--- config.mk ---
export PLATFORM = sky130hd
export DESIGN_NAME = baud_tick_gen
export DESIGN_NICKNAME = d
export VERILOG_FILES = /design/src/rtl/baud_tick_pkg.sv /design/src/rtl/baud_tick_ctrl.sv /design/src/rtl/baud_tick_dp.sv /design/src/rtl/baud_tick_gen.sv
export SDC_FILE = /design/constraint.sdc
export NUM_CORES = 1
export LEC_CHECK = 0
export BUFFER_PORTS_ARGS = -buffer_cell sky130_fd_sc_hd__buf_4
export CAP_MARGIN = 10
export CORE_ASPECT_RATIO = 1.25
export CORE_UTILIZATION = 33
export CTS_BUF_LIST = sky130_fd_sc_hd__clkbuf_2 sky130_fd_sc_hd__clkbuf_4 sky130_fd_sc_hd__clkbuf_8
export DETAILED_ROUTE_END_ITERATION = 8
export HOLD_SLACK_MARGIN = 0.08
export SYNTH_ARGS = -nofsm -noshare
export SYNTH_HDL_FRONTEND = slang
export SYNTH_SLANG_ARGS = --single-unit
--- constraint.sdc ---
create_clock -name clk -period 1.7 [get_ports clk]
set_input_delay 0.085 -clock clk [delete_from_list [all_inputs] [get_ports clk]]
set_output_delay 0.085 -clock clk [all_outputs]
set_load 0.005 [all_outputs]
--- src/rtl/baud_tick_pkg.sv ---
package baud_tick_pkg;
  localparam int OVERSAMPLE = 16;
  localparam int SUB_W      = $clog2(OVERSAMPLE);

  // Strobes from control to datapath
  typedef struct packed {
    logic x16;     // prescaler wrap, one clock
    logic resync;  // receive counter restart
  } tickCtl_t;
endpackage

--- src/rtl/baud_tick_ctrl.sv ---
module baud_tick_ctrl
  import baud_tick_pkg::*;
#(
  parameter int SEL_W = 3,
  parameter int MAX_DIV = 768,
  localparam int PRE_W = $clog2(MAX_DIV + 1)
) (
  input  logic             clk,
  input  logic             rst,
  input  logic [SEL_W-1:0] rateSel,
  input  logic             rxResync,
  output tickCtl_t         ctl
);
  // Code 0..2 -> 8,16,24; codes 3+ double from 48
  function automatic logic [PRE_W-1:0] divFor(input logic [SEL_W-1:0] s);
    int d;
    if (s < 3) d = 8 * (int'(s) + 1);
    else       d = 48 << (int'(s) - 3);
    return PRE_W'(d);
  endfunction

  logic [PRE_W-1:0] preCnt;
  logic [PRE_W-1:0] activeDiv;
  logic             strobeQ;
  logic             wrap;

  assign wrap = (preCnt == activeDiv - PRE_W'(1));

  always_ff @(posedge clk) begin
    if (rst) begin
      preCnt    <= '0;
      activeDiv <= divFor(rateSel);
      strobeQ   <= 1'b0;
    end else begin
      strobeQ <= wrap;
      if (wrap) begin
        preCnt    <= '0;
        activeDiv <= divFor(rateSel);
      end else begin
        preCnt <= preCnt + PRE_W'(1);
      end
    end
  end

  assign ctl.x16    = strobeQ;
  assign ctl.resync = rxResync;
endmodule

--- src/rtl/baud_tick_dp.sv ---
module baud_tick_dp
  import baud_tick_pkg::*;
(
  input  logic     clk,
  input  logic     rst,
  input  tickCtl_t ctl,
  output logic     txTick,
  output logic     rxTick
);
  localparam int LANES = 2;  // 0 = transmit, 1 = receive

  logic [LANES-1:0] ticks;

  for (genvar g = 0; g < LANES; g++) begin : gLane
    localparam logic [SUB_W-1:0] HIT =
      (g == 0) ? SUB_W'(OVERSAMPLE - 1) : SUB_W'(OVERSAMPLE / 2 - 1);
    localparam bit CAN_CLEAR = (g == 1);

    logic [SUB_W-1:0] subCnt;
    logic             tickQ;

    always_ff @(posedge clk) begin
      if (rst) begin
        subCnt <= '0;
        tickQ  <= 1'b0;
      end else if (CAN_CLEAR && ctl.resync) begin
        subCnt <= '0;
        tickQ  <= 1'b0;
      end else begin
        if (ctl.x16) subCnt <= subCnt + SUB_W'(1);
        tickQ <= ctl.x16 && (subCnt == HIT);
      end
    end

    assign ticks[g] = tickQ;
  end

  assign txTick = ticks[0];
  assign rxTick = ticks[1];
endmodule

--- src/rtl/baud_tick_gen.sv ---
module baud_tick_gen
  import baud_tick_pkg::*;
#(
  parameter int SEL_W = 3,
  parameter int MAX_DIV = 768
) (
  input  logic             clk,
  input  logic             rst,
  input  logic [SEL_W-1:0] rateSel,
  input  logic             rxResync,
  output logic             x16Strobe,
  output logic             txTick,
  output logic             rxTick
);
  tickCtl_t ctl;

  baud_tick_ctrl #(.SEL_W(SEL_W), .MAX_DIV(MAX_DIV)) u_ctrl (
    .clk(clk), .rst(rst), .rateSel(rateSel), .rxResync(rxResync), .ctl(ctl)
  );

  baud_tick_dp u_dp (
    .clk(clk), .rst(rst), .ctl(ctl), .txTick(txTick), .rxTick(rxTick)
  );

  assign x16Strobe = ctl.x16;
endmodule

=== Yosys cells after proc, flatten, opt, wreduce, memory -nomap -nowiden ===
Index checks and enable logic that the tools add are counted.
W data, S select, Z words.

* Bits in registers: 31
* Memories kept: 0
* Logic and storage cells: 26
* Memory bits (read-only): 0
* Bits in writable memories: 0
* Input port bits: 6
* Latch bits: 0
* Output and inout bits: 3

* Bitwise operators: 0
* $add $sub $neg: 6
* Shift operators: 1
* Order comparisons: 1
* Muxes and demuxes: 3
* Divide/modulo/power cells: 0
* Equality and inequality tests: 3
* Reductions and logical operators: 5
* $mul: 0

{| class="wikitable"
|+ Operators with widths
! operator !! count
|-
| $shl A6 B32 Y10 const A || 1
|-
| $mux W10 || 3
|-
| $add A10 B1 Y10 const B || 1
|-
| $eq A10 B10 Y1 || 1
|-
| $sub A10 B1 Y10 const B || 1
|-
| $add A4 B1 Y4 const B || 2
|-
| $add A3 B1 Y4 const B || 1
|-
| $eq A4 B3 Y1 const B || 1
|-
| $eq A4 B4 Y1 const B || 1
|-
| $reduce_or A2 Y1 || 2
|-
| $sub A3 B2 Y4 const B || 1
|-
| $lt A3 B2 Y1 const B || 1
|-
| $logic_and A1 B1 Y1 || 2
|-
| $reduce_bool A2 Y1 || 1
|}

=== Longest topological paths before layout ===
Gate-level depths: netlist of run 1.

* Word-level depth: 5
* Depth in mapped cells: 8
* Depth with buffers taken out: 7

=== Modules after synthesis ===
Synthesis of run 1 repeated with hierarchy kept, for this count alone.

* Cells, all modules: 132
* Area total of the unflattened synthesis: 1401.3 um^2

{| class="wikitable"
|+ By module, submodules not included
! module !! instances !! cells an instance !! area each (um^2) !! sequential area each (um^2)
|-
| baud_tick_ctrl || 1 || 93 || 982.2 || 430.4
|-
| baud_tick_dp || 1 || 39 || 419.2 || 200.2
|}

=== Least setup slack after synthesis of run 1 ===
No wires, ideal clock.

* Kind: register -> register
* From: register u_ctrl.activeDiv[3]
* To: register u_ctrl.activeDiv[3], enable pin
* Clock period less this slack: 1.851 ns
* Stages on the path, launching flop included: 8
* Arrival time: 1.544 ns
* Setup slack: -0.151 ns
* Required time: 1.394 ns
* Path buffers: 0
* Setup time: 0.306 ns
* Path through: edfxtp_1 -> inv_1 -> ha_1 -> nor3b_1 -> xnor2_1 -> nor3_1 -> o2111a_2 -> or2_2

* Cells in the longest elaborated chain, start to end: 3

{| class="wikitable"
|+ RTL lines
! what !! line !! text
|-
| start: declaration || baud_tick_ctrl.sv:23 || <nowiki>logic [PRE_W-1:0] activeDiv;</nowiki>
|-
| start signal: assignment || baud_tick_ctrl.sv:32 || <nowiki>activeDiv <= divFor(rateSel);</nowiki>
|-
| start signal: assignment || baud_tick_ctrl.sv:38 || <nowiki>activeDiv <= divFor(rateSel);</nowiki>
|-
| $sub A10 B1 Y10 || baud_tick_ctrl.sv:27 || <nowiki>assign wrap = (preCnt == activeDiv - PRE_W'(1));</nowiki>
|-
| $eq A10 B10 Y1 || baud_tick_ctrl.sv:27 ||
|-
| $reduce_bool A2 Y1 (no line) || - ||
|}

Every way passes these cells.
A chain may end at the register's enable or synchronous reset.

=== Worst setup path after layout of run 1 ===
* From: register u_ctrl.activeDiv[3]
* To: register u_ctrl.activeDiv[5], enable pin

The elaborated chain is that of the path after synthesis.

==> impl_results.md, run 1 <==
* RSZ-0062 raised after global routing: yes
* CP Depth at 7
* Worst setup margin at -162.3 ps
* Syn Area/Cell at a little under 10 um2
* Critical Path Fanout Max at 7
* Yosys reg bits at 28
* Post-synthesis mux area share at about 2.2%
* Vias/cell at roughly 4.8
* # fillers at 382
* Core area at 3910 um2
* Maxcap violations at 0
* Skew final at about 6 ps
* Hold crit path type: in2reg
* Crit. End Element: flop
* Vias at 994
* Vias in the first global route at 1006
* Largest net degree at the start of global routing at 19
* Yosys cell types at 31
* Top delay family on crit path: simple AND/OR/NAND/NOR gates
* DR WL/cell at 12.24 um
* Final Core Density at a little over two fifths
* Grt ovf at 0
* Final setup fails at 17
* Final Hold Violating Endpoints at 0
* Synth Area in XOR/XNOR at 15.19%
* Seq/Total Area, Yosys at between 40% and 50%
* Clock Tree Buf Depth at 2
* Die Width at 59.92 um
* Commonest non-fill, non-tap cell in the layout: dfxtp_1
* DRT Pass-1 Iters at 4
* CTS tree: done
* Port bufs at 8
* CTS Root Cell: clkbuf_8
* Mapped cell area at 1384 um2
* Die height at about 74 um
* Final ANT Viol Nets at 0
* CP max-delay cell: edfxtp_1
* CTS H-tree lvls at 1
* Fmax at 537.0 MHz
* Leak pwr at 0.5893 nW
* Rows at 25
* Die area at 4458 um2
* Crit-path max cell delay at 460 ps
* Drt initial violations at 13
* Hold Crit Depth at 2
* Path type of the worst setup path: reg2reg
* Final Max Slew Viols at 0
* WHS at 114.5 ps
* P per Cell Area at 794.9 nW/um2
* Crit path cell chain: inv_2 > ha_4 > nor3b_4 > xnor2_1 > nor3_2 > o2111a_2 > or2_4
* Effective utilization at floorplan at 35.39%
* Synth Warn # at 0
* Antenna violations before repair at 0
* Critical path launch point type: flop
* Synth Area in Compound Gates at around 4.3%
* Placer Congestion at roughly 0.80
* Diode count at 0
* Routed WL at 2510 um
* Remaining DRCs at 0
* Clk Latency, worst-skew pair at 280 ps
* I/O pin cnt at 9
* Crit path required time at between 1500 and 2000 ps
* Dpl hpwl at 1805 um
* Maximum VDD drop at roughly 270 uV
* Least-Margin Pin Slew at 404.9 ps
* Failing checks: negative setup slack
* Post-layout net count at ~160
* Slew HR at 72.97%
* GRT Total Usage at 13.36%
* CTS clk-pin slew, worst paths at 90 ps
* Simple-Gate Fraction of Synth Area at between 20% and 30%
* Status: finished with violations
* Final Critical Period at 1862 ps
* Worst EP arrival at 1860 ps
* Num CTS Buffers at 3
* First-pass GRT wire length at 4360 um
* Fraction of layout instances using a drive strength above 1 at 19.87%
* Area Overhead vs Synth at 17.81%
* Largest family of logic cells by synthesized area: simple AND/OR/NAND/NOR gates
* Clk sinks at 28
* Final period util at 109.5%
* Synthesized net count at 152
* Hold buffer count at CTS at 0
* Syn Inst Count at 140
* Most frequent cells in the layout: dfxtp_1, nor2_1, xor2_1, buf_4, xnor2_1
* Worst Reg-to-Reg Cells at 7
* Adder-cell area share of the yosys netlist at 5.425%
* CP Buf/Inv Count at 1
## per-stage QoR
stage                     instances  total power [mW]  worst slack [ps]  TNS, ps  instance area, um2
after global placement          199            0.8759            -89.67   -627.1                1524
final                           205             1.296            -162.3    -2214                1630
after floorplan                 140            0.8402            -39.14   -274.0                1404
after detailed placement        199            0.8810            -129.2    -1153                1524
after global routing            205             1.357            -245.5    -3788                1630
after CTS                       205             1.295            -147.1    -2027                1608
## power breakdown
part	switching, mW	leakage, nW	internal, mW	total, mW
sequential	0.0250	0.237	0.707	0.732
clock	0.207	0.0288	0.208	0.415
combinational	0.0745	0.324	0.0750	0.150
## layout make-up
type | count | area [um2] | share of cell area (%)
repair buffers | 13 | 105.1 | 6.447
inverters | 6 | 22.52 | 1.381
flip-flops and latches | 28 | 630.6 | 38.68
well taps | 54 | 67.56 | 4.144
multi-input cells | 100 | 749.5 | 45.97
clock buffers | 4 | 55.05 | 3.377
## metal layers
metal / vias up / global-route usage [%] / wire length [um]
met2: 16 / 24.81 / 1363
met4: 0 / 7.752 / 63
met3: 5 / 2.087 / 55
li1: 506 / - / -
met1: 467 / 13.90 / 1027
met5: - / 0 / 0
## path summary, 6_finish.rpt
path                                startpoint  slack [ps]                       endpoint
min reg2reg        u_ctrl.preCnt[0]$_SDFF_PP0_         460    u_ctrl.preCnt[0]$_SDFF_PP0_
min                                        rst         110    u_ctrl.preCnt[1]$_SDFF_PP0_
max reg2reg  u_ctrl.activeDiv[3]$_SDFFCE_PN0P_        -160  u_ctrl.activeDiv[5]$_DFFE_PP_
max          u_ctrl.activeDiv[3]$_SDFFCE_PN0P_        -160  u_ctrl.activeDiv[5]$_DFFE_PP_
## registers in the layout (all words and copies together) (netlist names)
register,count
u_ctrl.preCnt,10
u_dp.gLane.subCnt,8
u_ctrl.activeDiv,7
u_ctrl.strobeQ,1
u_dp.rxTick,1
u_dp.txTick,1
## cells by family after synthesis
family,after synthesis
multiplexers,3
buffers and inverters,12
AND/OR/NAND/NOR,58
AO/OA/AOI/OAI,9
XOR/XNOR,24
flip-flops,28
adder cells (fa/ha/maj),6
## cells in the mapped netlist
cell | n | area share, %
or2_1 | 1 | 0.45
xnor2_1 | 11 | 7.0
o21a_1 | 1 | 0.54
or3_1 | 1 | 0.45
nor3b_2 | 1 | 0.90
clkbuf_1 | 5 | 1.4
edfxtp_1 | 7 | 15
nor3_1 | 12 | 4.3
mux2i_1 | 3 | 2.2
ha_1 | 6 | 5.4
nor3_4 | 1 | 1.2
nor2b_1 | 2 | 0.90
nand4_1 | 6 | 2.7
and4bb_2 | 1 | 0.90
o21ai_0 | 2 | 0.72
or2_2 | 1 | 0.45
nand4b_1 | 2 | 1.3
nand2b_1 | 1 | 0.45
inv_1 | 6 | 1.6
nor3b_1 | 3 | 1.6
and2b_1 | 1 | 0.54
nand2_1 | 6 | 1.6
a21oi_1 | 3 | 1.1
xor2_1 | 13 | 8.2
nor2_1 | 14 | 3.8
dfxtp_1 | 21 | 30
buf_6 | 1 | 0.81
o2111a_2 | 1 | 0.90
nand3_1 | 4 | 1.4
o31ai_1 | 2 | 1.1
nor4_1 | 1 | 0.45
## repair_timing
action | in CTS | in global routing
endpoints found under the setup margin | 17 | 17
setup buffers | 2 | 0
pin swaps | 1 | 2
gates resized for setup | 4 | 4
endpoints found under the hold margin | 0 | 0
## worst register-to-register path: cells and delay by family, from the launching register on
kind,cells,cell delay (ps)
compound gates,1,230
simple gates,3,530
fa+ha+maj,1,140
xor+xnor,1,110
flops,1,460
buf+inv,1,110
Note: power is estimated with default switching activity, not from simulation.
==> run 2: changes to the inputs <==
--- a/config.mk
+++ b/config.mk
@@ -11,7 +11,8 @@
 export CORE_UTILIZATION = 33
 export CTS_BUF_LIST = sky130_fd_sc_hd__clkbuf_2 sky130_fd_sc_hd__clkbuf_4 sky130_fd_sc_hd__clkbuf_8
 export DETAILED_ROUTE_END_ITERATION = 8
-export HOLD_SLACK_MARGIN = 0.08
+export HOLD_SLACK_MARGIN = 0.15
+export MAX_ROUTING_LAYER = met4
 export SYNTH_ARGS = -nofsm -noshare
 export SYNTH_HDL_FRONTEND = slang
 export SYNTH_SLANG_ARGS = --single-unit
==> run 2 against run 1 <==
Sequential cell count did not move. Global-route usage rose by 0.49 points. Die area stayed put. Setup slack worse by 0.65 ps. First-iteration DRC count rose by 54%. Worst hold slack improved by 71 ps. Count of clock-buffer cells in the layout unchanged. Combinational power grew 9%. Register-to-register slack about the same. Critical endpoint unchanged. The flow still finishes with violations (negative setup slack).
==> impl_results.md, run 2 (synthesized netlist as in run 1, its figures left out) <==
* Status: finished with violations
* Failing checks: negative setup slack
* Critical path launch point type: flop
* Vias in the first global route at 1013
* CTS clk-pin slew, worst paths at 90 ps
* Largest net degree at the start of global routing at 19
* RSZ-0062 raised after global routing: yes
* Clk sinks at 28
* Skew final at 5.789 ps
* CTS Root Cell: clkbuf_8
* Remaining DRCs at 0
* Effective utilization at floorplan at between 30% and 40%
* Fmax at between 500 and 600 MHz
* Clock Tree Buf Depth at 2
* Antenna violations before repair at 0
* P per Cell Area at 781.0 nW/um2
* Final Instance Area at around 1700 um2
* Crit path required time at 1700 ps
* Worst min-delay path startpoint: rateSel[2]
* Biggest register: u_ctrl.preCnt
* DRT Pass-1 Iters at 4
* Final Hold Violating Endpoints at 0
* Reg-to-reg endpoint: u_ctrl.activeDiv[5]$_DFFE_PP_
* Total placed instance area at 1524 um2
* CTS tree: done
* Fraction of layout instances using a drive strength above 1 at between 20% and 30%
* Critical Path Fanout Max at 7
* Final setup fails at 17
* Final Max Slew Viols at 0
* Core area at around 3900 um2
* Clk Latency, worst-skew pair at 280 ps
* Path type of the worst setup path: reg2reg
* Port bufs at 8
* Dpl hpwl at 1805 um
* Largest register FFs at 10
* Rows at 25
* Diode count at 0
* Worst Reg-to-Reg Cells at 7
* CTS H-tree lvls at 1
* Post-layout net count at 167
* Biggest regs: u_ctrl.preCnt: 10 flops, u_dp.gLane.subCnt: 8 flops, u_ctrl.activeDiv: 7 flops
* GRT Total Usage at 13.85%
* Worst EP arrival at 1860 ps
* Routed WL at 2540 um
* Worst setup margin at -162.9 ps
* Hold crit path type: in2reg
* Grt ovf at 0
* First-pass GRT wire length at roughly 4400 um
* Vias/cell at 4.870
* I/O pin cnt at 9
* Crit. End Element: flop
* R2R setup slack at -160 ps
* Most frequent cells in the layout: dfxtp_1, nor2_1, xor2_1, buf_4, xnor2_1
* Maxcap violations at 0
* Reg2reg start: u_ctrl.activeDiv[3]$_SDFFCE_PN0P_
* Maximum VDD drop at 272.0 uV
* Total power at 1.309 mW
* Final ANT Viol Nets at 0
* Placer Congestion at 0.8149
* Crit path launch: u_ctrl.activeDiv[3]$_SDFFCE_PN0P_
* Non-filler cells, final at 208
* DP Cell Count at 199
* Vias at 1013
* Commonest non-fill, non-tap cell in the layout: dfxtp_1
* Leak pwr at 0.6021 nW
* Least-Margin Pin Slew at 410.0 ps
* Post-route setup TNS at -2222 ps
* Die Width at 59.92 um
* Final Critical Period at 1863 ps
* Area Overhead vs Synth at 21.16%
* Drt initial violations at 20
* Final period util at 109.6%
* Die height at 74.40 um
* Slew HR at 72.63%
* # fillers at between 300 and 400
* Worst setup endpoint: u_ctrl.activeDiv[5]$_DFFE_PP_
* Die area at between 4000 and 5000 um2
* DR WL/cell at between 10 and 15 um
* Num CTS Buffers at 3
## run 2: cell types whose count changed in the layout (fill, tap and decap cells not counted), sizes merged
cell | before | now
dlygate4sd3 | 0 | 3
## run 2: metrics by stage
stage	setup WS [ps]	hold slack [ps]	utilization (%)
finish	-162.9	186.0	42.88
detailed placement	-129.2	411.6	38.98
floorplan	-39.14	276.1	-
CTS	-147.1	185.2	41.89
global placement	-89.67	404.9	38.98
global route	-245.5	213.1	42.88
## run 2: where the power goes
part	switching, mW	internal, mW
registers	0.0250	0.707
clock network	0.207	0.208
logic	0.0780	0.0846
total	0.310	0.999
## run 2: layout make-up
class | count | area, um2 | area share (%)
inverters | 6 | 22.52 | 1.343
well taps | 54 | 67.56 | 4.030
flip-flops and latches | 28 | 630.6 | 37.61
clock buffers | 4 | 55.05 | 3.284
repair buffers | 16 | 135.1 | 8.060
multi-input cells | 100 | 765.7 | 45.67
## run 2: worst min-delay path by stage
| stage | to | slack (ps) | depth (start not counted) |
|---|---|---|---|
| 4_1_cts | u_ctrl.activeDiv[6]$_DFFE_PP_ | 190 | 3 |
| 3_3_place_gp | u_dp.gLane[0].subCnt[0]$_SDFFE_PP0P_ | 400 | 2 |
| 2_1_floorplan | u_ctrl.activeDiv[3]$_SDFFCE_PN0P_ | 280 | 1 |
| 6_report | u_ctrl.activeDiv[6]$_DFFE_PP_ | 190 | 3 |
| 5_1_grt | u_ctrl.activeDiv[6]$_DFFE_PP_ | 210 | 3 |
| 3_5_place_dp | u_ctrl.preCnt[2]$_SDFF_PP0_ | 410 | 2 |
## run 2: repair_timing
action / CTS / global route
endpoints found under the hold margin: 18 / 0
hold buffers: 3 / 0
buffers inserted: 2 / 0
setup endpoints to repair: 17 / 18
pin swaps: 1 / 2
resized for setup: 4 / 7
## run 2: metal layers
| layer | up-vias | GRT usage [%] | routed length (um) |
|---|---|---|---|
| met1 | 477 | 14.01 | 1069 |
| met3 | 7 | 2.087 | 47 |
| met5 | - | - | 0 |
| li1 | 513 | - | - |
| met4 | 0 | 7.752 | 71 |
| met2 | 16 | 24.94 | 1351 |
## run 2: worst max-delay path, stage by stage (launching register included)
cell and delay (ps):
edfxtp_1 460, inv_2 110, ha_4 140, nor3b_4 180, xnor2_1 100, nor3_2 180, o2111a_2 230, or2_4 170
==> run 3: changes to the inputs <==
--- a/config.mk
+++ b/config.mk
@@ -5,14 +5,17 @@
 export SDC_FILE = /design/constraint.sdc
 export NUM_CORES = 1
 export LEC_CHECK = 0
-export BUFFER_PORTS_ARGS = -buffer_cell sky130_fd_sc_hd__buf_4
+export BUFFER_PORTS_ARGS = -buffer_cell sky130_fd_sc_hd__buf_2
 export CAP_MARGIN = 10
+export CELL_PAD_IN_SITES_DETAIL_PLACEMENT = 1
+export CELL_PAD_IN_SITES_GLOBAL_PLACEMENT = 1
 export CORE_ASPECT_RATIO = 1.25
 export CORE_UTILIZATION = 33
 export CTS_BUF_LIST = sky130_fd_sc_hd__clkbuf_2 sky130_fd_sc_hd__clkbuf_4 sky130_fd_sc_hd__clkbuf_8
 export DETAILED_ROUTE_END_ITERATION = 8
 export HOLD_SLACK_MARGIN = 0.15
 export MAX_ROUTING_LAYER = met4
+export PLACE_DENSITY_LB_ADDON = 0.1
 export SYNTH_ARGS = -nofsm -noshare
 export SYNTH_HDL_FRONTEND = slang
 export SYNTH_SLANG_ARGS = --single-unit
==> run 3 against run 2 <==
Setup slack worse by 23 ps. Non-clock buffer count rose by 1. First-iteration DRC count is 65% higher. Register-to-register slack worse by 20 ps. Worst hold slack worse by 28 ps. Cell count up 0.48%. Largest cell class unchanged. The run still ends with negative setup slack left.
==> impl_results.md, run 3 (synthesized netlist as in run 1, its figures left out) <==
* # fillers at 440
* CP max-delay cell: edfxtp_1
* Maxcap violations at 0
* Effective utilization at floorplan at between 30% and 40%
* Most frequent cells in the layout: dfxtp_1, nor2_1, xor2_1
* Routed WL at 2793 um
* Die area at 4458 um2
* Num CTS Buffers at 3
* Leak pwr at 0.6125 nW
* Vias at between 1k and 1.5k
* Critical path launch point type: flop
* DP Cell Count at 201
* CTS H-tree lvls at 1
* Dpl hpwl at ~2100 um
* Status: finished with violations
* Final Hold Violating Endpoints at 0
* Clock power share at 32.0%
* DR WL/cell at roughly 13 um
* Port bufs at 8
* Final ANT Viol Nets at 0
* Least-Margin Pin Slew at 396.2 ps
* CTS Root Cell: clkbuf_8
* Biggest register: u_ctrl.preCnt
* P_int at roughly 0.99 mW
* Crit. End Element: flop
* Final setup fails at 17
* Antenna violations before repair at 0
* Commonest non-fill, non-tap cell in the layout: dfxtp_1
* Critical Path Fanout Max at 10
* Clk Latency, worst-skew pair at 280 ps
* Failing checks: negative setup slack
* Sw Ratio at between 20% and 30%
* Area Overhead vs Synth at 19.71%
* Post-route setup TNS at -2659 ps
* Clk sinks at 28
* Fraction of layout instances using a drive strength above 1 at 22.58%
* RSZ-0062 raised after global routing: yes
* Crit path required time at 1880 ps
* Vias/cell at roughly 5
* Crit-path max cell delay at 410 ps
* Drt initial violations at 33
* Final period util at 110.9%
* GRT Total Usage at 15.04%
* Core area at about 3900 um2
* Post-layout net count at 168
* P per Cell Area at 784.8 nW/um2
* Biggest regs: u_ctrl.preCnt: 10 flops, u_dp.gLane.subCnt: 8 flops, u_ctrl.activeDiv: 7 flops
* Placer Congestion at 0.7844
* Grt ovf at 0
* First-pass GRT wire length at 4802 um
* Largest register FFs at 10
* Crit path cell chain: buf_4 > nor3_4 > mux2i_1 > nor3b_1 > o2111a_2 > buf_4 > buf_8 > and2b_1
* I/O pin cnt at 9
* Crit path top cell by count: buf_4
* Largest net degree at the start of global routing at 16
* CTS clk-pin slew, worst paths at 90 ps
* DRT Pass-1 Iters at 4
* CTS tree: done
* Worst setup margin at -185.7 ps
* Skew final at roughly 1.3 ps
* Hold crit path type: in2reg
* Diode count at 0
* Maximum VDD drop at between 300 and 400 uV
* Remaining DRCs at 0
* Final Critical Period at 1886 ps
* Slew HR at 73.55%
* Flop pwr share at 56.0%
* Clock Tree Buf Depth at 2
* Path type of the worst setup path: reg2reg
* Vias in the first global route at approximately 1.1k
* Comb pwr share at 12.0%
* Die Width at 59.92 um
* Final Max Slew Viols at 0
* Fmax at 530.3 MHz
* Non-filler cells, final at 209
* Rows at 25
* Psw at ~0.31 mW
* Die height at 74.40 um
* Worst EP arrival at 2070 ps
## run 3: cell types whose count changed in the layout (fill, tap and decap cells not counted), sizes merged
cell / delta
dlygate4sd3: -1
buf: +2
## run 3: layout make-up
class	instances	area [um2]	share of cell area, %
Inverter	6	22.52	1.360
Clock buffer	4	55.05	3.323
Tap cell	54	67.56	4.079
Sequential cell	28	630.6	38.07
Timing Repair Buffer	17	120.1	7.251
Multi-Input combinational cell	100	760.7	45.92
## run 3: power by group through the flow
stage / Sequential [mW] / Clock (mW) / Combinational, mW
floorplan: 0.740 / 0 / 0.0999
global placement: 0.744 / 0 / 0.139
detailed placement: 0.745 / 0 / 0.145
CTS: 0.728 / 0.432 / 0.156
global route: 0.731 / 0.462 / 0.175
finish: 0.727 / 0.416 / 0.156
## run 3: per-layer routing
| metal | share of wire (%) | track usage, % | vias to the layer above |
|---|---|---|---|
| met1 | 42 | 15.19 | 489 |
| met5 | 0 | - | - |
| met4 | 2.1 | 7.752 | 0 |
| met2 | 54 | 27.53 | 11 |
| met3 | 2.0 | 2.087 | 5 |
| li1 | - | - | 515 |
## run 3: what timing repair did
item	4_1_cts	5_1_grt
gates resized for setup	1	9
hold endpoints to repair	4	0
pin swaps	2	1
buffers inserted	1	1
hold buffers	2	0
setup endpoints to repair	17	17
## run 3: final timing paths
| kind | end | cells past startpoint | slack, ps | startpoint |
|---|---|---|---|---|
| min | u_dp.gLane[1].subCnt[0]$_SDFFE_PP0P_ | 3 | 160 | rxResync |
| min reg2reg | u_dp.txTick$_SDFF_PP0_ | 2 | 460 | u_dp.gLane[0].subCnt[3]$_SDFFE_PP0P_ |
| max | u_ctrl.strobeQ$_SDFF_PP0_ | 8 | -190 | u_ctrl.activeDiv[4]$_DFFE_PP_ |
| max reg2reg | u_ctrl.strobeQ$_SDFF_PP0_ | 8 | -190 | u_ctrl.activeDiv[4]$_DFFE_PP_ |
## run 3: critical path, delay by kind of cell, from the launching register on
family          cells  cell delay (ps)
flops               1              410
buf+inv             3              440
simple gates        3              440
mux                 1              240
compound gates      1              270
## run 3: through the flow
stage	area (um2)	setup slack (ps)	total power, mW	util (%)	hold WS, ps
detailed placement	1519	-201.7	0.8898	38.85	426.7
global route	1657	-273.0	1.368	42.37	156.0
CTS	1607	-188.2	1.316	41.09	155.1
floorplan	1404	-39.14	0.8402	-	276.1
finish	1657	-185.7	1.300	42.37	157.9
global placement	1519	-181.1	0.8830	38.85	409.9
